--- config.mk ---
export PLATFORM = sky130hd
export DESIGN_NAME = serial_spike_adder
export DESIGN_NICKNAME = d
export VERILOG_FILES = /design/src/rtl/spk_pkg.sv /design/src/rtl/spk_guard.sv /design/src/rtl/spk_relay.sv /design/src/rtl/spk_accum.sv /design/src/rtl/serial_spike_adder.sv
export SDC_FILE = /design/constraint.sdc
export NUM_CORES = 1
export LEC_CHECK = 0
export ABC_AREA = 1
export BUFFER_PORTS_ARGS = -buffer_cell sky130_fd_sc_hd__buf_4
export CAP_MARGIN = 20
export CORE_AREA = 2 2 39 41
export DETAILED_ROUTE_END_ITERATION = 10
export DIE_AREA = 0 0 41 43
export PLACE_DENSITY = 0.62
export SLEW_MARGIN = 0
export SYNTH_ARGS = -nofsm -noshare
export SYNTH_HDL_FRONTEND = slang
export SYNTH_SLANG_ARGS = --single-unit
--- constraint.sdc ---
create_clock -name clk -period 2.2 [get_ports clk]
set_input_delay 0.33 -clock clk [delete_from_list [all_inputs] [get_ports clk]]
set_output_delay 0.33 -clock clk [all_outputs]
set_load 0.005 [all_outputs]
--- src/rtl/spk_pkg.sv ---
`timescale 1ns/1ps
package spk_pkg;

    // number of operand relays feeding the accumulator
    localparam int unsigned N_OPS      = 2;
    // spikes a relay delivers for a 1 and for a 0
    localparam int unsigned RELAY_ONE  = 2;
    localparam int unsigned RELAY_ZERO = 1;
    // count of an all-zero pair without carry
    localparam int unsigned CNT_BASE   = N_OPS * RELAY_ZERO;
    localparam int unsigned CNT_MAX    = N_OPS * RELAY_ONE + 1;
    localparam int unsigned CNT_W      = $clog2(CNT_MAX + 1);

    typedef logic [CNT_W-1:0] cnt_t;

    typedef enum logic [1:0] {
        TK_IDLE  = 2'd0,
        TK_PAIR  = 2'd1,
        TK_FLUSH = 2'd2
    } tok_e;

    typedef enum logic {
        POL_ANTI  = 1'b0,
        POL_SPIKE = 1'b1
    } pol_e;

    typedef struct packed {
        logic fire;
        pol_e pol;
        logic carry;
    } fire_t;

    function automatic cnt_t relay_spikes(input logic live, input logic bitv);
        if (!live)
            return '0;
        return bitv ? cnt_t'(RELAY_ONE) : cnt_t'(RELAY_ZERO);
    endfunction

    // rule chosen by the accumulator from its total spike count
    function automatic fire_t pick_rule(input tok_e kind, input cnt_t cnt);
        fire_t r;
        r = '{fire: 1'b0, pol: POL_ANTI, carry: 1'b0};
        if (kind == TK_PAIR) begin
            if (cnt == cnt_t'(CNT_BASE + 3))
                r = '{fire: 1'b1, pol: POL_SPIKE, carry: 1'b1};
            else if (cnt == cnt_t'(CNT_BASE + 2))
                r = '{fire: 1'b1, pol: POL_ANTI,  carry: 1'b1};
            else if (cnt == cnt_t'(CNT_BASE + 1))
                r = '{fire: 1'b1, pol: POL_SPIKE, carry: 1'b0};
            else if (cnt == cnt_t'(CNT_BASE))
                r = '{fire: 1'b1, pol: POL_ANTI,  carry: 1'b0};
        end else if (kind == TK_FLUSH) begin
            if (cnt == cnt_t'(1))
                r = '{fire: 1'b1, pol: POL_SPIKE, carry: 1'b0};
        end
        return r;
    endfunction

endpackage

--- src/rtl/spk_guard.sv ---
`timescale 1ns/1ps
module spk_guard
    import spk_pkg::*;
(
    input  logic             clk,
    input  logic             rst,
    input  logic             a_valid,
    input  logic             a_bit,
    input  logic             b_valid,
    input  logic             b_bit,
    input  logic             last,
    output tok_e             tok,
    output logic [N_OPS-1:0] op_live,
    output logic [N_OPS-1:0] op_bits,
    output logic             proto_err
);

    logic pair_in;
    logic lone;
    logic flush_pend_q;
    logic err_q;

    assign pair_in = a_valid & b_valid;
    assign lone    = a_valid ^ b_valid;

    always_comb begin
        if (flush_pend_q)
            tok = TK_FLUSH;
        else if (pair_in)
            tok = TK_PAIR;
        else
            tok = TK_IDLE;
        op_live = (tok == TK_PAIR) ? '1 : '0;
        op_bits = (tok == TK_PAIR) ? {b_bit, a_bit} : '0;
    end

    always_ff @(posedge clk) begin
        if (rst) begin
            flush_pend_q <= 1'b0;
            err_q        <= 1'b0;
        end else begin
            flush_pend_q <= pair_in & ~flush_pend_q & last;
            err_q        <= lone | (pair_in & flush_pend_q);
        end
    end

    assign proto_err = err_q;

    assert_lone_dropped_R7: assert property (@(posedge clk) disable iff (rst)
        lone |-> (tok != TK_PAIR) && (op_live == '0));

    assert_flush_slot_R5: assert property (@(posedge clk) disable iff (rst)
        (tok == TK_PAIR && last) |=> (tok == TK_FLUSH));

    assert_gap_flag_R8: assert property (@(posedge clk) disable iff (rst)
        (tok == TK_FLUSH && a_valid && b_valid) |=> proto_err);

endmodule

--- src/rtl/spk_relay.sv ---
`timescale 1ns/1ps
module spk_relay
    import spk_pkg::*;
(
    input  logic clk,
    input  logic rst,
    input  logic live,
    input  logic bitv,
    output cnt_t spikes
);

    logic live_q;
    logic bit_q;
    cnt_t spikes_q;

    always_ff @(posedge clk) begin
        if (rst) begin
            live_q   <= 1'b0;
            bit_q    <= 1'b0;
            spikes_q <= '0;
        end else begin
            live_q   <= live;
            bit_q    <= bitv;
            spikes_q <= relay_spikes(live_q, bit_q);
        end
    end

    assign spikes = spikes_q;

    assert_relay_range_R2: assert property (@(posedge clk) disable iff (rst)
        live_q |=> (spikes == cnt_t'(RELAY_ONE) || spikes == cnt_t'(RELAY_ZERO)));

endmodule

--- src/rtl/spk_accum.sv ---
`timescale 1ns/1ps
module spk_accum
    import spk_pkg::*;
(
    input  logic                  clk,
    input  logic                  rst,
    input  tok_e                  kind_in,
    input  logic [N_OPS-1:0][CNT_W-1:0] contrib,
    output logic                  sum_valid,
    output logic                  sum_bit
);

    tok_e  kind_s1;
    tok_e  kind_s2;
    logic  carry_q;
    cnt_t  count;
    fire_t rule;
    logic  valid_q;
    logic  bit_q;

    always_comb begin
        count = cnt_t'(carry_q);
        for (int i = 0; i < N_OPS; i++)
            count = count + cnt_t'(contrib[i]);
        rule = pick_rule(kind_s2, count);
    end

    always_ff @(posedge clk) begin
        if (rst) begin
            kind_s1 <= TK_IDLE;
            kind_s2 <= TK_IDLE;
            carry_q <= 1'b0;
            valid_q <= 1'b0;
            bit_q   <= 1'b0;
        end else begin
            kind_s1 <= kind_in;
            kind_s2 <= kind_s1;
            valid_q <= rule.fire;
            bit_q   <= rule.fire & (rule.pol == POL_SPIKE);
            if (kind_s2 != TK_IDLE)
                carry_q <= rule.carry;
        end
    end

    assign sum_valid = valid_q;
    assign sum_bit   = bit_q;

    assert_count_range_R2: assert property (@(posedge clk) disable iff (rst)
        (kind_s2 == TK_PAIR) |-> (count >= cnt_t'(CNT_BASE) && count <= cnt_t'(CNT_MAX)));

    assert_carry_kept_R3: assert property (@(posedge clk) disable iff (rst)
        (kind_s2 == TK_PAIR && count >= cnt_t'(CNT_BASE + 2)) |=> carry_q);

    assert_carry_none_R4: assert property (@(posedge clk) disable iff (rst)
        (kind_s2 == TK_PAIR && count <= cnt_t'(CNT_BASE + 1)) |=> !carry_q);

    assert_flush_clears_R5: assert property (@(posedge clk) disable iff (rst)
        (kind_s2 == TK_FLUSH) |=> !carry_q);

    assert_flush_quiet_R5: assert property (@(posedge clk) disable iff (rst)
        (kind_s2 == TK_FLUSH && !carry_q) |=> !sum_valid);

    assert_flush_empty_R5: assert property (@(posedge clk) disable iff (rst)
        (kind_s2 == TK_FLUSH) |-> (count <= cnt_t'(1)));

    assert_idle_quiet_R9: assert property (@(posedge clk) disable iff (rst)
        (kind_s2 == TK_IDLE) |=> !sum_valid && $stable(carry_q));

endmodule

--- src/rtl/serial_spike_adder.sv ---
`timescale 1ns/1ps
module serial_spike_adder
    import spk_pkg::*;
(
    input  logic clk,
    input  logic rst,
    input  logic a_valid,
    input  logic a_bit,
    input  logic b_valid,
    input  logic b_bit,
    input  logic last,
    output logic sum_valid,
    output logic sum_bit,
    output logic proto_err
);

    tok_e                       tok;
    logic [N_OPS-1:0]           op_live;
    logic [N_OPS-1:0]           op_bits;
    logic [N_OPS-1:0][CNT_W-1:0] contrib;

    spk_guard u_guard (
        .clk       (clk),
        .rst       (rst),
        .a_valid   (a_valid),
        .a_bit     (a_bit),
        .b_valid   (b_valid),
        .b_bit     (b_bit),
        .last      (last),
        .tok       (tok),
        .op_live   (op_live),
        .op_bits   (op_bits),
        .proto_err (proto_err)
    );

    for (genvar g = 0; g < N_OPS; g++) begin : g_relay
        spk_relay u_relay (
            .clk    (clk),
            .rst    (rst),
            .live   (op_live[g]),
            .bitv   (op_bits[g]),
            .spikes (contrib[g])
        );
    end

    spk_accum u_accum (
        .clk       (clk),
        .rst       (rst),
        .kind_in   (tok),
        .contrib   (contrib),
        .sum_valid (sum_valid),
        .sum_bit   (sum_bit)
    );

endmodule

# Word level (Yosys, flattened, before mapping)
# Cells that the tools add are included.
# Widths: inputs -> output; s select.
word_totals:
  elab_cells: 54
  ram_bits: 0
  memories: 0
  ff_bits: 19
  rom_bits: 0
  inputBits: 7
  latchBits: 0
op_classes:
  multipliers: 0
  eq_ne: 8
  reduce_logical: 2
  n_mux: 20
  bitwise_logic: 9
  div_mod_pow: 0
  n_lt_le_gt_ge: 0
  shifts: 0
  n_addsub: 2
ops:
  columns: ["op", "n"]
  rows:
  - ["$mux 3", 11]
  - ["$mux 2", 4]
  - ["$eq 3x2->1 const B", 2]
  - ["$eq 3x3->1 const B", 2]
  - ["$and 1x1->1", 5]
  - ["$mux 1", 5]
  - ["$eq 2x1->1 const B", 2]
  - ["$add 1x3->3", 1]
  - ["$add 3x3->3", 1]
  - ["$eq 3x1->1 const B", 1]
  - ["$eq 2x2->1 const B", 1]
  - ["$not 1->1", 2]
  - ["$reduce_bool 2->1", 1]
  - ["$reduce_or 2->1", 1]
  - ["$or 1x1->1", 1]
  - ["$xor 1x1->1", 1]

# Longest topological paths before layout
logic_depth:
  word_depth: 9
  ltp_mapped: 7

# Hierarchy
# Synthesis repeated with hierarchy kept, for this count alone.
unflattened:
  cells_unflattened: 99
  area_unflattened_um2: 737.0
modules_own_cells:
  columns: ["module", "cells_per_inst", "area_per_inst_um2", "n_inst", "seq_area_each_um2"]
  rows:
  - ["spk_accum", 50, 347.8, 1, 140.1]
  - ["spk_relay", 15, 127.6, 2, 80.1]
  - ["spk_guard", 19, 133.9, 1, 40.0]

# Worst setup path after synthesis
# Ideal clock, no wire load.
synth_timing:
  path_kind: "register to register"
  start: "register g_relay[0].u_relay.spikes_q[0]"
  end: "register u_accum.bit_q, in the netlist u_accum.sum_bit"
  arrival_time_ns: 1.575
  required_ns: 2.130
  path_slack_ns: 0.555
  period_less_slack_ns: 1.645
  stages_incl_launch_ff: 6
  setup_time_ns: 0.070
  path_cell_list: "dfxtp_1 -> fa_1 -> fa_1 -> nor2_2 -> nand4_1 -> a21oi_1"
synth_via:
  elab_chain_len: 9
synth_lines:
  columns: ["item", "line", "rtl"]
  rows:
  - ["start, declared", "spk_relay.sv:14", "cnt_t spikes_q;"]
  - ["start signal, assigned", "spk_relay.sv:24", "spikes_q <= relay_spikes(live_q, bit_q);"]
  - ["$add 1x3->3 (*)", "spk_accum.sv:24", "count = count + cnt_t'(contrib[i]);"]
  - ["$add 3x3->3 (*)", "spk_accum.sv:24", null]
  - ["$eq 3x2->1", "spk_pkg.sv:50", "else if (cnt == cnt_t'(CNT_BASE))"]
  - ["$mux 3", "spk_pkg.sv:50", null]
  - ["$mux 3", "spk_pkg.sv:48", "else if (cnt == cnt_t'(CNT_BASE + 1))"]
  - ["$mux 3", "spk_pkg.sv:46", "else if (cnt == cnt_t'(CNT_BASE + 2))"]
  - ["$mux 3", "spk_pkg.sv:44", "if (cnt == cnt_t'(CNT_BASE + 3))"]
  - ["$mux 3 (*)", "spk_pkg.sv:43", "if (kind == TK_PAIR) begin"]
  - ["$and 1x1->1 (*)", "spk_accum.sv:39", "bit_q <= rule.fire & (rule.pol == POL_SPIKE);"]
  - ["end signal, assigned", "spk_accum.sv:39", null]
  - ["end, declared", "spk_accum.sv:19", "logic bit_q;"]
# Mark *: on every way between the ends. The rest lies on a longest branch, timed or not.
# A chain may end at the register's enable or synchronous reset.

# Final worst setup path
# Ends and elaborated chain as after synthesis.

==> summary.md <==
| Metric | Value |
|---|---|
| Area grow syn2layout | `20.82%` |
| Syn_nets | `71` |
| Setup Viol. Count Final | `0` |
| Critical Path RT | `2.41 ns` |
| Final hold viol count | `0` |
| Worst path most repeated cell | `fa_1` |
| Placed wire-length estimate | `537.7 µm` |
| Total CTS buffers | `3` |
| Clk sinks | `15` |
| Top-area cell type share of the netlist area | `approximately 55%` |
| Max-slew violations | `0` |
| # port buffers | `9` |
| Area occupied by registers | `approximately 300 µm²` |
| Setup TNS | `0 ns` |
| Worst setup path startpoint | `g_relay[0].u_relay.spikes[0]` |
| Pint | `362.9 µW` |
| DRT antenna net count | `0` |
| Total GRT Usage | `9.045%` |
| Combinational power share | `under 10%` |
| CP max-delay cell | `fa_1` |
| Post-Syn Instances | `61` |
| Via count | `between 300 and 400` |
| Final worst-path cycle share | `77.86%` |
| Clk pin slew, worst setup/hold paths | `0.08 ns` |
| Wire per inst | `7.189 µm` |
| First-pass GRT wire length | `approximately 1100 µm` |
| Largest net degree at the start of global routing | `9` |
| CP Launch Type | `flop` |
| Post-synth cell types | `14` |
| Initial core utilization | `between 30% and 40%` |
| Bufs and invs on worst path | `0` |
| Status | `completed` |
| Post-CTS Hold Fix Bufs | `0` |
| Time the worst path needs with I/O delays and setup | `about 1.7 ns` |
| Later-pin clock latency in the skew report | `0.27 ns` |
| Avg Inst Size Synth | `8.964 µm²` |
| Clk_skew | `~0.0052 ns` |
| Dpl cells | `86` |
| Worst Min Path Start | `rst` |
| Die Y | `43 µm` |
| Synth warn | `0` |
| CP max stage delay | `0.50 ns` |
| Dominant cell type by area after synthesis | `dfxtp_1` |
| Worst hold path depth | `2` |
| FF-to-FF path depth | `5` |
| Crit end category | `flop` |
| H-tree levels | `1` |
| Top area cells in the synthesized netlist | `dfxtp_1 (55%), inv_1 (8.2%), fa_1 (7.3%)` |
| WL final | `647 µm` |
| Die width | `41 µm` |
| Clock power share | `31.8%` |
| Worst path arrival time | `~1.9 ns` |
| Kind of critical path | `reg -> reg` |
| Net Sw Frac | `20.05%` |
| Crit path max-delay family | `adder cells` |
| Cell Area, Placed | `634.4 µm²` |
| Cell area after synthesis | `546.8 µm²` |
| GPL Wtd Cong | `0.5922` |
| Total congestion overflow | `0` |
| Core footprint | `approximately 1400 µm²` |
| Seq/Total Area, Yosys | `54.92%` |
| FF+latch count, synth | `15` |
| Number of global-route vias before repair | `310` |
| Ant diodes | `0` |
| Multi-input logic area | `193.9 µm²` |
| Nets@finish | `85` |
| Setup repair bufs after CTS | `0` |
| Row count | `14` |
| Top Ports | `10` |
| TritonCTS clock tree | `yes` |
| Crit Reg-Reg Startpoint | `g_relay[0].u_relay.spikes[0]` |
| # Max-Cap Violations | `0` |
| Final Non-Filler Cells | `90` |
| Fill cells | `132` |
| Post-CTS Resized | `0` |
| Slew HR | `87.21%` |
| Die area | `1763 µm²` |
| Vias per cell | `4.311` |
| Drt pass-1 iters | `4` |
| NetSw | `roughly 91 µW` |
| Ratio of cells with drive above 1 in the final layout | `a little over a quarter` |
| RSZ-0062 raised after global routing | `false` |
| Reg power frac | `61.8%` |
| Drt drc | `0` |
| Max FO, Critical Path | `4` |
| Critical path depth | `5` |
| Cell Pwr Density | `just under 700 nW/µm²` |
| Least-Margin Pin Slew | `around 0.19 ns` |
| Leakage | `0.0003146 µW` |
| Worst-path cell chain | `fa_1 > fa_1 > nor2_2 > nand4_1 > a21oi_1` |
| Max IR drop VDD | `around 0.38 mV` |
| Initial antenna violation count | `0` |
| Fmax | `around 580 MHz` |
| CTS Buffer Depth | `2` |
| Drt initial violations | `2` |
| Finished layout cell area | `approximately 660 µm²` |
| Root Driver | `clkbuf_4` |
| Hold Crit Class | `in -> reg` |
power by group through the flow:
stage,combinational (µW),clock (µW),sequential [µW]
finish,28.8,145,281
global route,32.5,165,282
detailed placement,29.4,0,287
floorplan,14.9,0,287
global placement,28.8,0,287
CTS,29.4,151,281
per-stage QoR:
stage	total power, µW	worst slack (ns)	hold WS (ns)	util [%]
2_1_floorplan	301.8	0.5552	0.3883	-
5_1_grt	478.5	0.4060	0.2630	47.74
4_1_cts	461.1	0.4810	0.2644	47.74
6_report	453.9	0.4871	0.2712	47.74
3_5_place_dp	316.5	0.4967	0.3948	45.84
3_3_place_gp	315.9	0.4996	0.3885	45.84
synth_stat cells (all sizes together):
cell type,instances
fa,2
o21ai,1
nand2,5
nor2,15
inv,14
nand3,3
a21oi,4
dfxtp,15
nand4,1
ha,1
registers in the layout (all words and copies together) (netlist names):
name / count
u_accum.kind_s2: 2
u_accum.sum_valid: 1
u_accum.sum_bit: 1
u_guard.proto_err: 1
u_accum.carry_q: 1
u_accum.kind_s1: 2
g_relay.u_relay.spikes: 4
u_guard.flush_pend_q: 1
g_relay.u_relay.bit_q: 2
placed cells by master (no fill, tap or decap):
cell type,n
dfxtp_1,15
inv_1,12
nor2_1,10
buf_4,9
nor2_2,4
a21oi_1,4
nand2_1,4
nand3_1,3
clkbuf_4,3
inv_2,2
fa_1,2
nand2_2,1
nor2_4,1
o21ai_0,1
nand4_1,1
ha_1,1
clkbuf_1,1
per-layer routing:
layer	vias to the layer above	GRT usage (%)	part of all wire, %
met4	0	4.000	0
met3	0	4.712	6.0
met1	173	8.361	44
met5	-	0	0
li1	207	-	-
met2	8	15.31	50
worst register-to-register path: cells and delay by family, from the launching register on:
family	cells	cell delay, ns
simple gates	2	0.26
fa+ha+maj	2	0.93
flops	1	0.32
compound gates	1	0.15
cells by family (layout without fill, tap and decap cells):
| kind of cell | count (synthesis) | after routing | synth area share (%) |
|---|---|---|---|
| simple gates | 24 | 24 | 21.28 |
| flops | 15 | 15 | 54.92 |
| compound gates | 5 | 5 | 4.576 |
| fa+ha+maj | 3 | 3 | 9.611 |
| buf+inv | 14 | 27 | 9.611 |
final timing paths:
check / to / slack [ns]
worst min register to register: u_accum.kind_s2[1] / 0.41
worst max register to register: u_accum.sum_bit / 0.49
worst max-delay path: u_accum.sum_bit / 0.49
worst min-delay path: u_accum.kind_s2[1] / 0.27
cell type report:
type	count	share of cell area (%)
flip-flops and latches	15	45.45
multi-input cells	32	29.36
clock buffers	4	3.977
well taps	16	3.030
repair buffers	9	10.23
inverters	14	7.955
Note: power is estimated with default switching activity, not from simulation.
